### src/rtl/pwr_guard_pkg.sv
package pwr_guard_pkg;

  typedef enum logic [2:0] {
    GS_RESET   = 3'd0,
    GS_WAIT    = 3'd1,
    GS_STARTUP = 3'd2,
    GS_READY   = 3'd3,
    GS_INHIBIT = 3'd4
  } guard_state_t;

  // flag index inside the filtered vector
  localparam int FLAG_START = 0;
  localparam int FLAG_CORE  = 1;
  localparam int FLAG_IO    = 2;
  localparam int NUM_FLAGS  = 3;

  // cycles in the startup window; never less than one
  function automatic int startup_cycles(input longint clk_hz, input longint window_us);
    longint c;
    c = (clk_hz * window_us) / 64'd1000000;
    if (c < 1) c = 1;
    return int'(c);
  endfunction

endpackage

### src/rtl/pg_flag_filter.sv
module pg_flag_filter #(
  parameter int FILT_CYCLES = 4
) (
  input  logic clk,
  input  logic rst_n,
  input  logic raw_i,
  output logic filt_o
);
  localparam int FW = $clog2(FILT_CYCLES + 1);

  logic [1:0]    sync_pipe;
  logic          sync_q;
  logic [FW-1:0] run_cnt;
  logic          differs;
  logic          commit;

  assign sync_q  = sync_pipe[1];
  assign differs = (sync_q != filt_o);
  assign commit  = differs && (run_cnt == FW'(FILT_CYCLES - 1));

  always_ff @(posedge clk or negedge rst_n) begin
    if (!rst_n) begin
      sync_pipe <= '0;
      run_cnt   <= '0;
      filt_o    <= 1'b0;
    end else begin
      sync_pipe <= {sync_pipe[0], raw_i};
      if (commit) begin
        filt_o  <= sync_q;
        run_cnt <= '0;
      end else if (differs) begin
        run_cnt <= run_cnt + 1'b1;
      end else begin
        run_cnt <= '0;
      end
    end
  end


  filt_follow_chk: assert property (@(posedge clk) disable iff (!rst_n)
    (filt_o != $past(filt_o)) |-> ($past(sync_q) == filt_o));

endmodule

### src/rtl/pg_startup_timer.sv
module pg_startup_timer #(
  parameter int CYCLES = 16
) (
  input  logic clk,
  input  logic rst_n,
  input  logic clear_i,
  input  logic run_i,
  output logic done_o
);
  localparam int CW = $clog2(CYCLES + 1);

  logic [CW-1:0] cnt;

  assign done_o = run_i && (cnt == CW'(CYCLES - 1));

  always_ff @(posedge clk or negedge rst_n) begin
    if (!rst_n)                cnt <= '0;
    else if (clear_i)          cnt <= '0;
    else if (run_i && !done_o) cnt <= cnt + 1'b1;
  end


  tmr_step_chk: assert property (@(posedge clk) disable iff (!rst_n)
    (cnt != $past(cnt)) |-> (cnt == '0 || cnt == CW'($past(cnt) + 1'b1)));

endmodule

### src/rtl/pwr_access_guard.sv
module pwr_access_guard
  import pwr_guard_pkg::*;
#(
  parameter longint CLK_HZ      = 250_000_000,
  parameter longint STARTUP_US  = 2000,
  parameter int     FILT_CYCLES = 4
) (
  input  logic clk,
  input  logic rst_n,
  input  logic core_start_i,
  input  logic core_ok_i,
  input  logic io_ok_i,
  input  logic req_ce_n_i,
  input  logic req_we_n_i,
  input  logic clr_brownout_i,
  output logic mem_ce_n_o,
  output logic mem_we_n_o,
  output logic ready_o,
  output logic abort_o,
  output logic brownout_seen_o
);
  localparam int START_N = startup_cycles(CLK_HZ, STARTUP_US);

  // reset: asynchronous assert, synchronous release
  logic [1:0] rst_pipe;
  logic       rst_sync_n;
  always_ff @(posedge clk or negedge rst_n) begin
    if (!rst_n) rst_pipe <= '0;
    else        rst_pipe <= {rst_pipe[0], 1'b1};
  end
  assign rst_sync_n = rst_pipe[1];

  // flag conditioning
  logic [NUM_FLAGS-1:0] raw_flags;
  logic [NUM_FLAGS-1:0] flt;
  assign raw_flags[FLAG_START] = core_start_i;
  assign raw_flags[FLAG_CORE]  = core_ok_i;
  assign raw_flags[FLAG_IO]    = io_ok_i;

  for (genvar g = 0; g < NUM_FLAGS; g++) begin : g_filt
    pg_flag_filter #(.FILT_CYCLES(FILT_CYCLES)) u_filt (
      .clk    (clk),
      .rst_n  (rst_sync_n),
      .raw_i  (raw_flags[g]),
      .filt_o (flt[g])
    );
  end

  // named events
  logic inhibit_hit;
  logic start_cond;
  logic tmr_done;
  assign inhibit_hit = !(flt[FLAG_CORE] && flt[FLAG_IO]);
  assign start_cond  = &flt;

  guard_state_t state_q, state_d;

  pg_startup_timer #(.CYCLES(START_N)) u_tmr (
    .clk     (clk),
    .rst_n   (rst_sync_n),
    .clear_i (state_q != GS_STARTUP),
    .run_i   (state_q == GS_STARTUP),
    .done_o  (tmr_done)
  );

  always_comb begin
    state_d = state_q;
    unique case (state_q)
      GS_RESET:   state_d = GS_WAIT;
      GS_WAIT:    if (start_cond) state_d = GS_STARTUP;
      GS_STARTUP: begin
        if (inhibit_hit)             state_d = GS_INHIBIT;
        else if (!flt[FLAG_START])   state_d = GS_WAIT;
        else if (tmr_done)           state_d = GS_READY;
      end
      GS_READY:   if (inhibit_hit) state_d = GS_INHIBIT;
      GS_INHIBIT: if (start_cond)  state_d = GS_STARTUP;
      default:    state_d = GS_RESET;
    endcase
  end

  logic enter_inhibit;
  assign enter_inhibit = (state_d == GS_INHIBIT) && (state_q != GS_INHIBIT);

  logic abort_q, seen_q;
  always_ff @(posedge clk or negedge rst_sync_n) begin
    if (!rst_sync_n) begin
      state_q <= GS_RESET;
      abort_q <= 1'b0;
      seen_q  <= 1'b0;
    end else begin
      state_q <= state_d;
      abort_q <= enter_inhibit;
      seen_q  <= enter_inhibit || (seen_q && !clr_brownout_i);
    end
  end

  assign ready_o         = (state_q == GS_READY);
  assign abort_o         = abort_q;
  assign brownout_seen_o = seen_q;
  assign mem_ce_n_o      = ready_o ? req_ce_n_i : 1'b1;
  assign mem_we_n_o      = ready_o ? req_we_n_i : 1'b1;


  inhibit_entry_chk: assert property (@(posedge clk) disable iff (!rst_sync_n)
    (ready_o && inhibit_hit) |=> (!ready_o && abort_o));


  abort_pulse_chk: assert property (@(posedge clk) disable iff (!rst_sync_n)
    abort_o |=> !abort_o);


  ready_entry_chk: assert property (@(posedge clk) disable iff (!rst_sync_n)
    $rose(ready_o) |-> $past(tmr_done && start_cond));


  ready_hold_chk: assert property (@(posedge clk) disable iff (!rst_sync_n)
    (ready_o && !inhibit_hit) |=> ready_o);


  seen_sticky_chk: assert property (@(posedge clk) disable iff (!rst_sync_n)
    (brownout_seen_o && !clr_brownout_i) |=> brownout_seen_o);

endmodule

### config.mk
export PLATFORM = sky130hd
export DESIGN_NAME = pwr_access_guard
export DESIGN_NICKNAME = d
export VERILOG_FILES = /design/src/rtl/pwr_guard_pkg.sv /design/src/rtl/pg_flag_filter.sv /design/src/rtl/pg_startup_timer.sv /design/src/rtl/pwr_access_guard.sv
export SDC_FILE = /design/constraint.sdc
export NUM_CORES = 1
export LEC_CHECK = 0
export ABC_AREA = 0
export BUFFER_PORTS_ARGS = -buffer_cell sky130_fd_sc_hd__buf_2
export CORE_ASPECT_RATIO = 1.5
export CORE_UTILIZATION = 56
export DETAILED_ROUTE_END_ITERATION = 10
export GPL_TIMING_DRIVEN = 0
export PLACE_DENSITY = 0.74
export SKIP_CTS_REPAIR_TIMING = 1
export SLEW_MARGIN = 10
export SYNTH_ARGS = -nofsm -noshare
export SYNTH_HDL_FRONTEND = slang
export SYNTH_HIERARCHICAL = 1
export SYNTH_SLANG_ARGS = --single-unit
export TNS_END_PERCENT = 100
### constraint.sdc
create_clock -name clk -period 2.6 [get_ports clk]
set_input_delay 0.13 -clock clk [delete_from_list [all_inputs] [get_ports clk]]
set_output_delay 0.13 -clock clk [all_outputs]
set_load 0.02 [all_outputs]
Word level (Yosys, flattened, before mapping)
Index checks and enable logic that the tools add are counted.
{ "word_totals": {"reg_bits": 44, "inputBits": 8, "out_inout_bits": 5, "wordCells": 63} }
{ "op_classes": {"n_addsub": 4, "eq_ne": 14, "mux": 16, "reduce_logical": 15} }
{ "op_table": {"columns": ["operator", "count"], "rows": [
  ["19-bit 2-to-1 mux", 2],
  ["3-bit 2-to-1 mux", 11],
  ["19-bit by 1-bit adder with 19-bit output, second input constant", 1],
  ["19-bit equality test, second input constant", 1],
  ["3-bit by 2-bit equality test with 1-bit output, second input constant", 5],
  ["3-bit case mux with 4 select lines", 1],
  ["3-bit by 1-bit adder with 3-bit output, second input constant", 3],
  ["1-bit logical AND", 8],
  ["3-bit equality test, second input constant", 2],
  ["3-bit by 1-bit equality test with 1-bit output, second input constant", 1],
  ["3-bit zero test", 1],
  ["1-bit != test", 3],
  ["3-bit by 2-bit != test with 1-bit output, second input constant", 1],
  ["3-bit != test, second input constant", 1],
  ["3-bit AND reduction", 1],
  ["1-bit zero test", 2],
  ["1-bit 2-to-1 mux", 2],
  ["2-bit nonzero test", 1],
  ["2-bit OR reduction", 1],
  ["1-bit logical OR", 1]
]} }

Depth between registers and ports, before layout
Gate-level depths: netlist of run 1.
{ "logic_depth": {"ltp_word": 9, "depth_mapped": 8, "depth_no_buf": 6} }

Hierarchy
The synthesis of run 1 kept the hierarchy.
{ "by_module_without_submodules": {"columns": ["mod", "instances", "cells_per_inst", "area_each_um2", "seq_area_each_um2"], "rows": [
  ["pg_startup_timer", 1, 124, 1133.6, 475.5],
  ["pg_flag_filter", 3, 14, 221.5, 150.1],
  ["pwr_access_guard", 1, 32, 312.8, 175.2]
]} }

Worst setup path before layout of run 1
Ideal clock, no wire load.
{ "synth_timing": {"path_kind": "reg2reg", "from": "register u_tmr.cnt[0]", "to": "register u_tmr.cnt[18]", "setup_time_ps": 125, "arrival_ps": 1809, "required_ps": 2475, "setup_slack_ps": 667, "stages_incl_launch_ff": 8, "n_path_buf": 2, "synth_period_minus_slack_ps": 1933, "cell_sequence": "dfrtp_1 > ha_1 > and4_1 > clkbuf_1 > and2_0 > clkbuf_1 > a211oi_1 > mux2_2"} }
{ "synth_via": {"elab_chain_len": 5, "word_cells_on_any_way": 8, "classes_between": "add/sub: 1; eq/ne: 1; mux: 2; reduce/logical: 4"} }
{ "synth_lines": {"columns": ["item", "line_no", "text"], "rows": [
  ["start, declared", "pg_startup_timer.sv:12", "logic [CW-1:0] cnt;"],
  ["start signal, assigned", "pg_startup_timer.sv:19", "else if (run_i && !done_o) cnt <= cnt + 1'b1;"],
  ["branches (longest 5 deep; another with 19-bit by 1-bit adder with 19-bit output)", null, null]
]} }
Parallel ways; which one is timed is not known. The select of a mux whose other input is x is not followed.
A chain may end at the register's enable or synchronous reset.

Final worst setup path of run 1
{ "layout_timing": {"from": "register state_q[2]", "to": "register u_tmr.cnt[16]"} }
{ "layout_via": {"elab_chain_len": 5, "word_cells_on_any_way": 7, "classes_between": "eq/ne: 2; mux: 1; reduce/logical: 4"} }
{ "layout_lines": {"columns": ["item", "line_no", "text"], "rows": [
  ["start, declared", "pwr_access_guard.sv:56", "guard_state_t state_q, state_d;"],
  ["start signal, assigned", "pwr_access_guard.sv:92", "state_q <= state_d;"],
  ["3-bit by 2-bit equality test with 1-bit output", "pwr_access_guard.sv:62", ".run_i (state_q == GS_STARTUP),"],
  ["1-bit logical AND", "pg_startup_timer.sv:14", "assign done_o = run_i && (cnt == CW'(CYCLES - 1));"],
  ["1-bit zero test", "pg_startup_timer.sv:19", null],
  ["1-bit logical AND", "pg_startup_timer.sv:19", null],
  ["2-bit nonzero test (no line)", null, null]
]} }
Several ways; a longest one is shown, not always the timed one.

==> reports/metrics.cfg, run 1 <==
[die]
die_h_um = 77.2
die_area_um2 = 4020
io-pin-count = 13
die_w_um = 52.1
row_count = 27
initial_utilization_pct = 57.9
core-area_um2 = 3650

[route]
ant_nets = 0
dr.pass1.iters = 4
drt_iter0_markers = 65
wl_mm = 3.99
wire_per_inst_um = 14.9
drc = 0
viasPerCell = 5.77
vias = 1541

[timing]
tns_ns = 0
setup_viol = 0
rsz0062_at_grt = no
slew_violations = 0
relSlewSlack_pct = 64.9
period_needed_ns = 2.22
setup_slack_ns = 0.383
fmax_mhz = 451
finalCritPeriodShare_pct = 85.3
finalHoldViolations = 0
tightest_slew_ns = 0.522
skew_ns = 0.00741

[grt]
grt_max_degree = 40
antenna_found_initial = 0
grt_pass1_vias = 1531
grt_first_pass_wirelength_mm = 6.53
grt.total_usage_pct = 21.6
overflow = 0

[power]
p_seq_share_pct = 50.4
irDropWorstVdd_mv = 0.452
power_frac_clock_pct = 29.0
pwr_density_cell_nw_per_um2 = 728
p_int_mw = 1.25
fin_total_pwr_mw = 1.75
combPwrFrac_pct = 20.7
p_leak_nw = 1.05
switchingPower_uw = 501
sw_frac_of_total_pct = 28.6

[cts]
insertion_delay_ns = 0.29
h-tree-depth = 2
cts_tree = done
clockBufferDepth = 2
cts-root-buf = clkbuf_8
clock_sinks = 44
cts.reportedPaths.clkPinSlew_ns = 0.08
cts_buffers = 5

[setup_path]
r2r-start = state_q[2]
r2r_slack_ns = 0.38
critPathMaxFanout = 10
crit_path_start_kind = flop
cp-end-kind = flop
cp_data_required_time_ns = 2.78
worstRegToRegCells = 7
r2r_end = u_tmr/cnt[16]
path_class = flop to flop
worstPathArrival_ns = 2.39

[final_layout]
diodes = 0
nFillCells = 285
finish.net_count = 238
post_route_cells_drive_above_1_share_pct = 18.3
area_delta_synth_final_pct = 13.9

[job]
drv_cap = 0

[status]
outcome = finished clean

[yosys]
synth-seq-cells = 44
yosysWarnings = 6
synth_fp_nets = 213
synth_area_leaders = dfrtp_1, mux2_2, ha_1, nor2b_1, a21oi_1
ys_types = 40
synth-seq-area-share_pct = 52.2
avgSynthCellArea_um2 = 10.7
synthCells = 198
synth_area_um2 = 2110
synth_top_area_cell = dfrtp_1
synth_top_area_share_pct = 52.2

[placement]
port_buffers = 12
dpl.hpwl_mm = 2.75
preCtsSetupSlack_ns = 0.435
gp_congestion = 0.846

[min_path]
min_path_type = flop to asynchronous set/reset pin

[worst max-delay path, stage by stage (launching register included)]
cell,delay [ns]
dfrtp_1,0.43
and2b_2,0.26
nand2b_1,0.09
inv_1,0.08
clkbuf_1,0.35
inv_1,0.17
nor4_1,0.33
mux2_2,0.37
[stage by stage]
stage	hold slack (ns)	instance area (um^2)	cells	util, %
after floorplan	-0.166	2110	198	-
after global placement	-0.0858	2220	253	61.0
after detailed placement	-0.0845	2250	254	61.6
after CTS	-0.404	2350	262	64.5
after global routing	0.0985	2400	267	65.9
final	0.0833	2400	267	65.9
[worst max-delay path by stage]
stage,start,end,slack [ns]
3_3_place_gp,state_q[2],u_tmr/cnt[16],0.51
3_5_place_dp,u_tmr/cnt[0],state_q[0],0.44
5_1_grt,state_q[2],u_tmr/cnt[16],0.23
6_report,state_q[2],u_tmr/cnt[16],0.38
2_1_floorplan,u_tmr/cnt[0],u_tmr/cnt[18],0.67
4_1_cts,u_tmr/cnt[0],state_q[0],0.40
[cells by family after synthesis]
family / after synthesis / synth area share, %
xor gates and xnor gates: 6 / 2.49
other: 1 / 0.178
DFF: 44 / 52.2
and+or+nand+nor: 86 / 24.5
AOI/OAI and AO/OA: 25 / 6.76
buffers and inverters: 16 / 2.85
muxes: 13 / 6.88
adders and majority gates: 7 / 4.15
[flip-flops by register name, summed over array words and instances, names as in the netlist]
| name | cells |
|---|---|
| rst_pipe | 2 |
| g_filt.u_filt/run_cnt | 9 |
| state_q | 3 |
| brownout_seen_o | 1 |
| u_tmr/cnt | 19 |
| abort_o | 1 |
| g_filt.u_filt/sync_pipe | 6 |
| g_filt.u_filt/filt_o | 3 |
[cells in the mapped netlist]
cell type  instances
inv_1              9
a211oi_1           1
nand3b_1           1
nor2_1            12
nand2b_1           4
nor3_1             7
nand2_1           11
o211ai_1           1
and2b_1            1
xnor2_1            3
o22ai_1            1
or4b_4             1
or2_1              2
and3_1             3
or3_1              5
a31oi_1            1
a221oi_1           1
nand4_1            7
mux2_2            12
a21oi_1           11
and2_0             1
nor3b_2            3
nor4_1             2
or4_1              1
o21ai_0            7
and4_1             3
ha_1               7
dfrtp_1           44
nor4_4             1
mux2i_1            1
and2b_2            1
o31ai_1            1
clkbuf_1           7
and2_1             3
xor2_1             3
conb_1             1
nor2b_1            9
nand3_1            7
a21oi_2            1
nand2_2            1
[metal layers]
metal	track usage, %	share of wire, %
met5	0	0
met4	8.16	1.7
met3	4.37	2.9
met2	37.8	54
met1	25.0	42
[layout by cell type, fill, tap and decap left out, types with 4 or more instances in the layout]
cell / n
dfrtp_1: 43
mux2_2: 12
buf_2: 12
nor2_1: 12
nand2_1: 11
a21oi_1: 11
inv_1: 9
nor2b_1: 9
clkbuf_1: 8
nand3_1: 7
o21ai_0: 7
nor3_1: 7
ha_1: 7
nand4_1: 7
clkbuf_8: 5
dlygate4sd3_1: 5
or3_1: 5
nand2b_1: 4
[power by group through the flow]
stage	Sequential, mW	Clock (mW)	Combinational [mW]
CTS	0.882	0.523	0.362
finish	0.882	0.507	0.362
global placement	0.894	0	0.311
global route	0.896	0.552	0.408
detailed placement	0.896	0	0.359
floorplan	0.892	0	0.249
[layout make-up]
class	count	area, um^2	share of cell area (%)
multi-input combinational	138	950	39.5
inverter	9	33.8	1.41
timing repair buffer	18	130	5.41
tap	43	53.8	2.24
clock buffer	6	72.6	3.02
clock inverter	2	35.0	1.46
buffer	7	26.3	1.09
sequential	44	1100	45.9
(Power assumes the default switching activity.)
==> run 2: changes to the inputs <==
Clock period 2.6 ns to 2.2 ns, I/O delays scaled along.
==> reports/metrics.cfg, run 2 (synthesized netlist as in run 1, its figures left out) <==
[grt]
overflow = 0
grt_max_degree = 40
grt.total_usage_pct = 21.6
grt_first_pass_wirelength_mm = 6.53
antenna_found_initial = 0
grt_pass1_vias = 1531

[final_layout]
area_delta_synth_final_pct = 14.3
top_register = u_tmr/cnt
fin_area_um2 = 2410
nFillCells = 284
top_regs = u_tmr/cnt (19), g_filt.u_filt/run_cnt (9), g_filt.u_filt/sync_pipe (6)
fin_util_pct = 66.1
largest_reg_flops = 19
layout_commonest_cell = dfrtp_1
post_route_cells_drive_above_1_share_pct = 20.1
finish.net_count = 238
final-instance-count-excl-fill = 267
diodes = 0
layout_common_cells = dfrtp_1, mux2_2, buf_2, nor2_1

[power]
p_leak_nw = 1.06
irDropWorstVdd_mv = 0.534
pwr_density_cell_nw_per_um2 = 858

[cts]
clock_sinks = 44
h-tree-depth = 2
insertion_delay_ns = 0.29
cts_tree = done
cts.reportedPaths.clkPinSlew_ns = 0.08
cts-root-buf = clkbuf_8
clockBufferDepth = 2
cts_buffers = 5

[job]
drv_cap = 0

[status]
outcome = finished clean

[timing]
relSlewSlack_pct = 63.9
hold_ws_ns = 0.0830
slew_violations = 0
rsz0062_at_grt = yes
tns_ns = 0
skew_ns = 0.00767
finalHoldViolations = 0
period_needed_ns = 2.10
fmax_mhz = 477
setup_viol = 0
tightest_slew_ns = 0.537
finalCritPeriodShare_pct = 95.3

[route]
viasPerCell = 5.79
ant_nets = 0
wl_mm = 3.99
drc = 0
vias = 1546
drt_iter0_markers = 62
wire_per_inst_um = 14.9
dr.pass1.iters = 4

[die]
die_h_um = 77.2
initial_utilization_pct = 57.9
row_count = 27
die_area_um2 = 4020
die_w_um = 52.1
io-pin-count = 13
core-area_um2 = 3650

[setup_path]
cp-end-kind = flop
cp_data_required_time_ns = 2.38
critPathMaxFanout = 8
crit_path_start_kind = flop
worstPathArrival_ns = 2.28
path_class = flop to flop

[placement]
dpl.hpwl_mm = 2.75
port_buffers = 12
placed_cell_area_um2 = 2250
place_inst = 254
gp_congestion = 0.846

[min_path]
min_path_type = flop to asynchronous set/reset pin

## run 2: through the flow
stage	worst slack (ns)	power, mW
5_1_grt	-0.0125	2.20
3_3_place_gp	0.105	1.42
4_1_cts	0.00280	2.09
3_5_place_dp	0.0354	1.48
2_1_floorplan	0.267	1.35
6_report	0.103	2.07
## run 2: layout make-up
cell class | instances | area [um^2] | share of cell area (%)
flip-flops and latches | 44 | 1100 | 45.7
multi-input cells | 138 | 955 | 39.6
repair buffers | 18 | 130 | 5.39
clock buffers | 6 | 72.6 | 3.01
well taps | 43 | 53.8 | 2.23
clock inverters | 2 | 35.0 | 1.45
inverters | 9 | 33.8 | 1.40
plain buffers | 7 | 30.0 | 1.24
## run 2: path summary, 6_finish.rpt
check                                    from                             to  slack, ns  cells after the start
worst min-delay path              rst_pipe[1]  g_filt[2].u_filt/sync_pipe[1]       0.08                      0
max in group asynchronous         rst_pipe[1]                   u_tmr/cnt[5]       1.71                      1
worst max register to register  u_tmr/cnt[10]                     state_q[0]       0.10                      5
worst max-delay path            u_tmr/cnt[10]                     state_q[0]       0.10                      5
worst min register to register    rst_pipe[1]  g_filt[2].u_filt/sync_pipe[1]       0.08                      0
min in group clk                  rst_pipe[0]                    rst_pipe[1]       0.35                      0
## run 2: power by group
part	total [mW]	internal, mW	leakage [nW]	switching, mW
Clock	0.599	0.337	0.0552	0.262
Sequential	1.04	0.935	0.577	0.107
Combinational	0.428	0.205	0.424	0.223
Total	2.07	1.48	1.06	0.592
## run 2: worst max-delay path, cell delays in order, from the launching register on
cell and delay [ns]:
dfrtp_1 0.45, or4b_4 0.55, nor4_4 0.42, and3_1 0.24, o22ai_1 0.06, a221oi_1 0.27
## run 2: per-layer routing
| layer | GRT usage, % | part of all wire [%] | vias up |
|---|---|---|---|
| li1 | - | - | 739 |
| met1 | 25.0 | 41 | 762 |
| met2 | 37.8 | 54 | 41 |
| met3 | 4.37 | 4.0 | 4 |
| met4 | 8.16 | 1.2 | 0 |
| met5 | 0 | 0 | - |
==> run 3: changes to the inputs <==
Settings changed: ABC_AREA 0 to 1, CTS_BUF_LIST from default to sky130_fd_sc_hd__clkbuf_16.
==> reports/metrics.cfg, run 3 <==
[min_path]
min_path_type = input pin to asynchronous set/reset pin

[cts]
cts_buffers = 5
cts-root-buf = clkbuf_16
h-tree-depth = 2
cts.reportedPaths.clkPinSlew_ns = 0.06
insertion_delay_ns = 0.28
clock_sinks = 44
cts_tree = done
clockBufferDepth = 2

[timing]
rsz0062_at_grt = no
setup_slack_ns = 0.403
setup_viol = 0
slew_violations = 0
finalCritPeriodShare_pct = 81.7
finalHoldViolations = 0
period_needed_ns = 1.80
fmax_mhz = 556
tns_ns = 0
skew_ns = 0.00249

[route]
drc = 0
drt_iter0_markers = 58
ant_nets = 0
viasPerCell = 5.11
wl_mm = 4.49
wire_per_inst_um = 12.0
vias = 1916
dr.pass1.iters = 4

[die]
io-pin-count = 13
row_count = 28
initial_utilization_pct = 59.5
die_h_um = 82.1
core-area_um2 = 4030
die_area_um2 = 4550
die_w_um = 55.4

[final_layout]
finish.net_count = 344
post_route_cells_drive_above_1_share_pct = 13.9
top_regs = u_tmr/cnt (19), g_filt.u_filt/run_cnt (9), g_filt.u_filt/sync_pipe (6)
layout_commonest_cell = nand2_1
nFillCells = 343
top_register = u_tmr/cnt
area_delta_synth_final_pct = 15.3
largest_reg_flops = 19
fin_util_pct = 68.6
layout_common_cells = nand2_1, nor2_1, dfrtp_1
diodes = 0

[setup_path]
cp_data_required_time_ns = 2.40
critPathMaxFanout = 10
r2r_slack_ns = 0.40
r2r-start = state_q[0]
worstPathArrival_ns = 2.00
cp-end-kind = flop
r2r_end = u_tmr/cnt[0]
worstRegToRegCells = 7
path_class = flop to flop
crit_path_start_kind = flop

[placement]
port_buffers = 12
gp_congestion = 0.951
dpl.hpwl_mm = 3.35
preCtsSetupSlack_ns = 0.414

[power]
p_int_mw = 1.69
sw_frac_of_total_pct = 30.1
combPwrFrac_pct = 23.0
p_seq_share_pct = 42.4
p_leak_nw = 1.29
pwr_density_cell_nw_per_um2 = 877
switchingPower_uw = 729
irDropWorstVdd_mv = 0.778
power_frac_clock_pct = 34.6

[yosys]
synthCells = 304
synthTopCellsByCount = nand2_1, nor2_1, dfrtp_1, inv_1, nand3_1
synth_fp_nets = 319
synth-seq-area-share_pct = 46.0
synth_area_leaders = dfrtp_1, nand2_1, nor2_1, nand3_1, inv_1
synth_top_area_share_pct = 46.0
yosysWarnings = 6
avgSynthCellArea_um2 = 7.88
async_reset_ff_share_pct = 100
synth_area_um2 = 2400
synth_edf_count = 0
synthFlopType = dfrtp_1
ys_types = 31
synth-seq-cells = 44
yosysMostFrequentCell = nand2_1
synth_top_area_cell = dfrtp_1

[grt]
grt.total_usage_pct = 21.1
grt_first_pass_wirelength_mm = 7.37
grt_max_degree = 26
grt_pass1_vias = 1715
antenna_found_initial = 0
overflow = 0

[job]
drv_cap = 0

[status]
outcome = finished clean

==> run 3: layer usage <==
| metal | GRT usage [%] | up-vias | share of wire (%) |
|---|---|---|---|
| li1 | - | 996 | - |
| met1 | 22.2 | 876 | 42 |
| met2 | 40.1 | 38 | 53 |
| met3 | 4.36 | 6 | 2.7 |
| met4 | 10.0 | 0 | 1.9 |
| met5 | 0 | - | 0 |
==> run 3: layout make-up <==
| type | count | area (um^2) | share of cell area, % |
|---|---|---|---|
| clock inverter | 3 | 46.3 | 1.68 |
| timing repair buffer | 18 | 138 | 4.98 |
| clock buffer | 5 | 125 | 4.53 |
| inverter | 37 | 139 | 5.03 |
| tap | 45 | 56.3 | 2.04 |
| multi-input combinational | 216 | 1110 | 40.1 |
| buffer | 7 | 48.8 | 1.77 |
| sequential | 44 | 1100 | 39.9 |
==> run 3: logic make-up after synthesis <==
group / after synthesis / synth area share (%)
other: 1 / 0.157
adder cells (fa/ha/maj): 7 / 3.66
buffers and inverters: 44 / 7.83
XOR/XNOR: 11 / 4.02
AO/OA/AOI/OAI: 15 / 3.76
AND/OR/NAND/NOR: 182 / 34.6
flip-flops: 44 / 46.0
==> run 3: worst max path at each step <==
stage | startpoint | end
floorplan | u_tmr/cnt[0] | u_tmr/cnt[3]
global placement | rst_pipe[1] | abort_o
detailed placement | state_q[2] | u_tmr/cnt[1]
CTS | state_q[2] | u_tmr/cnt[1]
global route | state_q[0] | u_tmr/cnt[15]
finish | state_q[0] | u_tmr/cnt[0]
==> run 3: power by group through the flow <==
stage	clock, mW	combinational (mW)	sequential [mW]
after global routing	0.896	0.647	1.04
after detailed placement	0	0.552	1.04
after CTS	0.864	0.559	1.03
final	0.837	0.557	1.03
after floorplan	0	0.410	1.04
after global placement	0	0.519	1.05
==> run 3: worst max-delay path: stages, from the launching register on <==
cell and delay, ns:
dfrtp_1 0.42, inv_1 0.11, nand3_2 0.09, clkbuf_1 0.26, inv_1 0.21, clkbuf_1 0.41, nand3_1 0.12, o21ai_1 0.11
==> run 3: stage by stage <==
| stage | total power, mW | hold slack (ns) | instance area, um^2 | cells |
|---|---|---|---|---|
| floorplan | 1.45 | -0.186 | 2400 | 304 |
| global placement | 1.57 | -0.105 | 2510 | 361 |
| detailed placement | 1.60 | -0.103 | 2540 | 362 |
| CTS | 2.45 | -0.404 | 2710 | 370 |
| global route | 2.59 | 0.133 | 2760 | 375 |
| finish | 2.42 | 0.138 | 2760 | 375 |
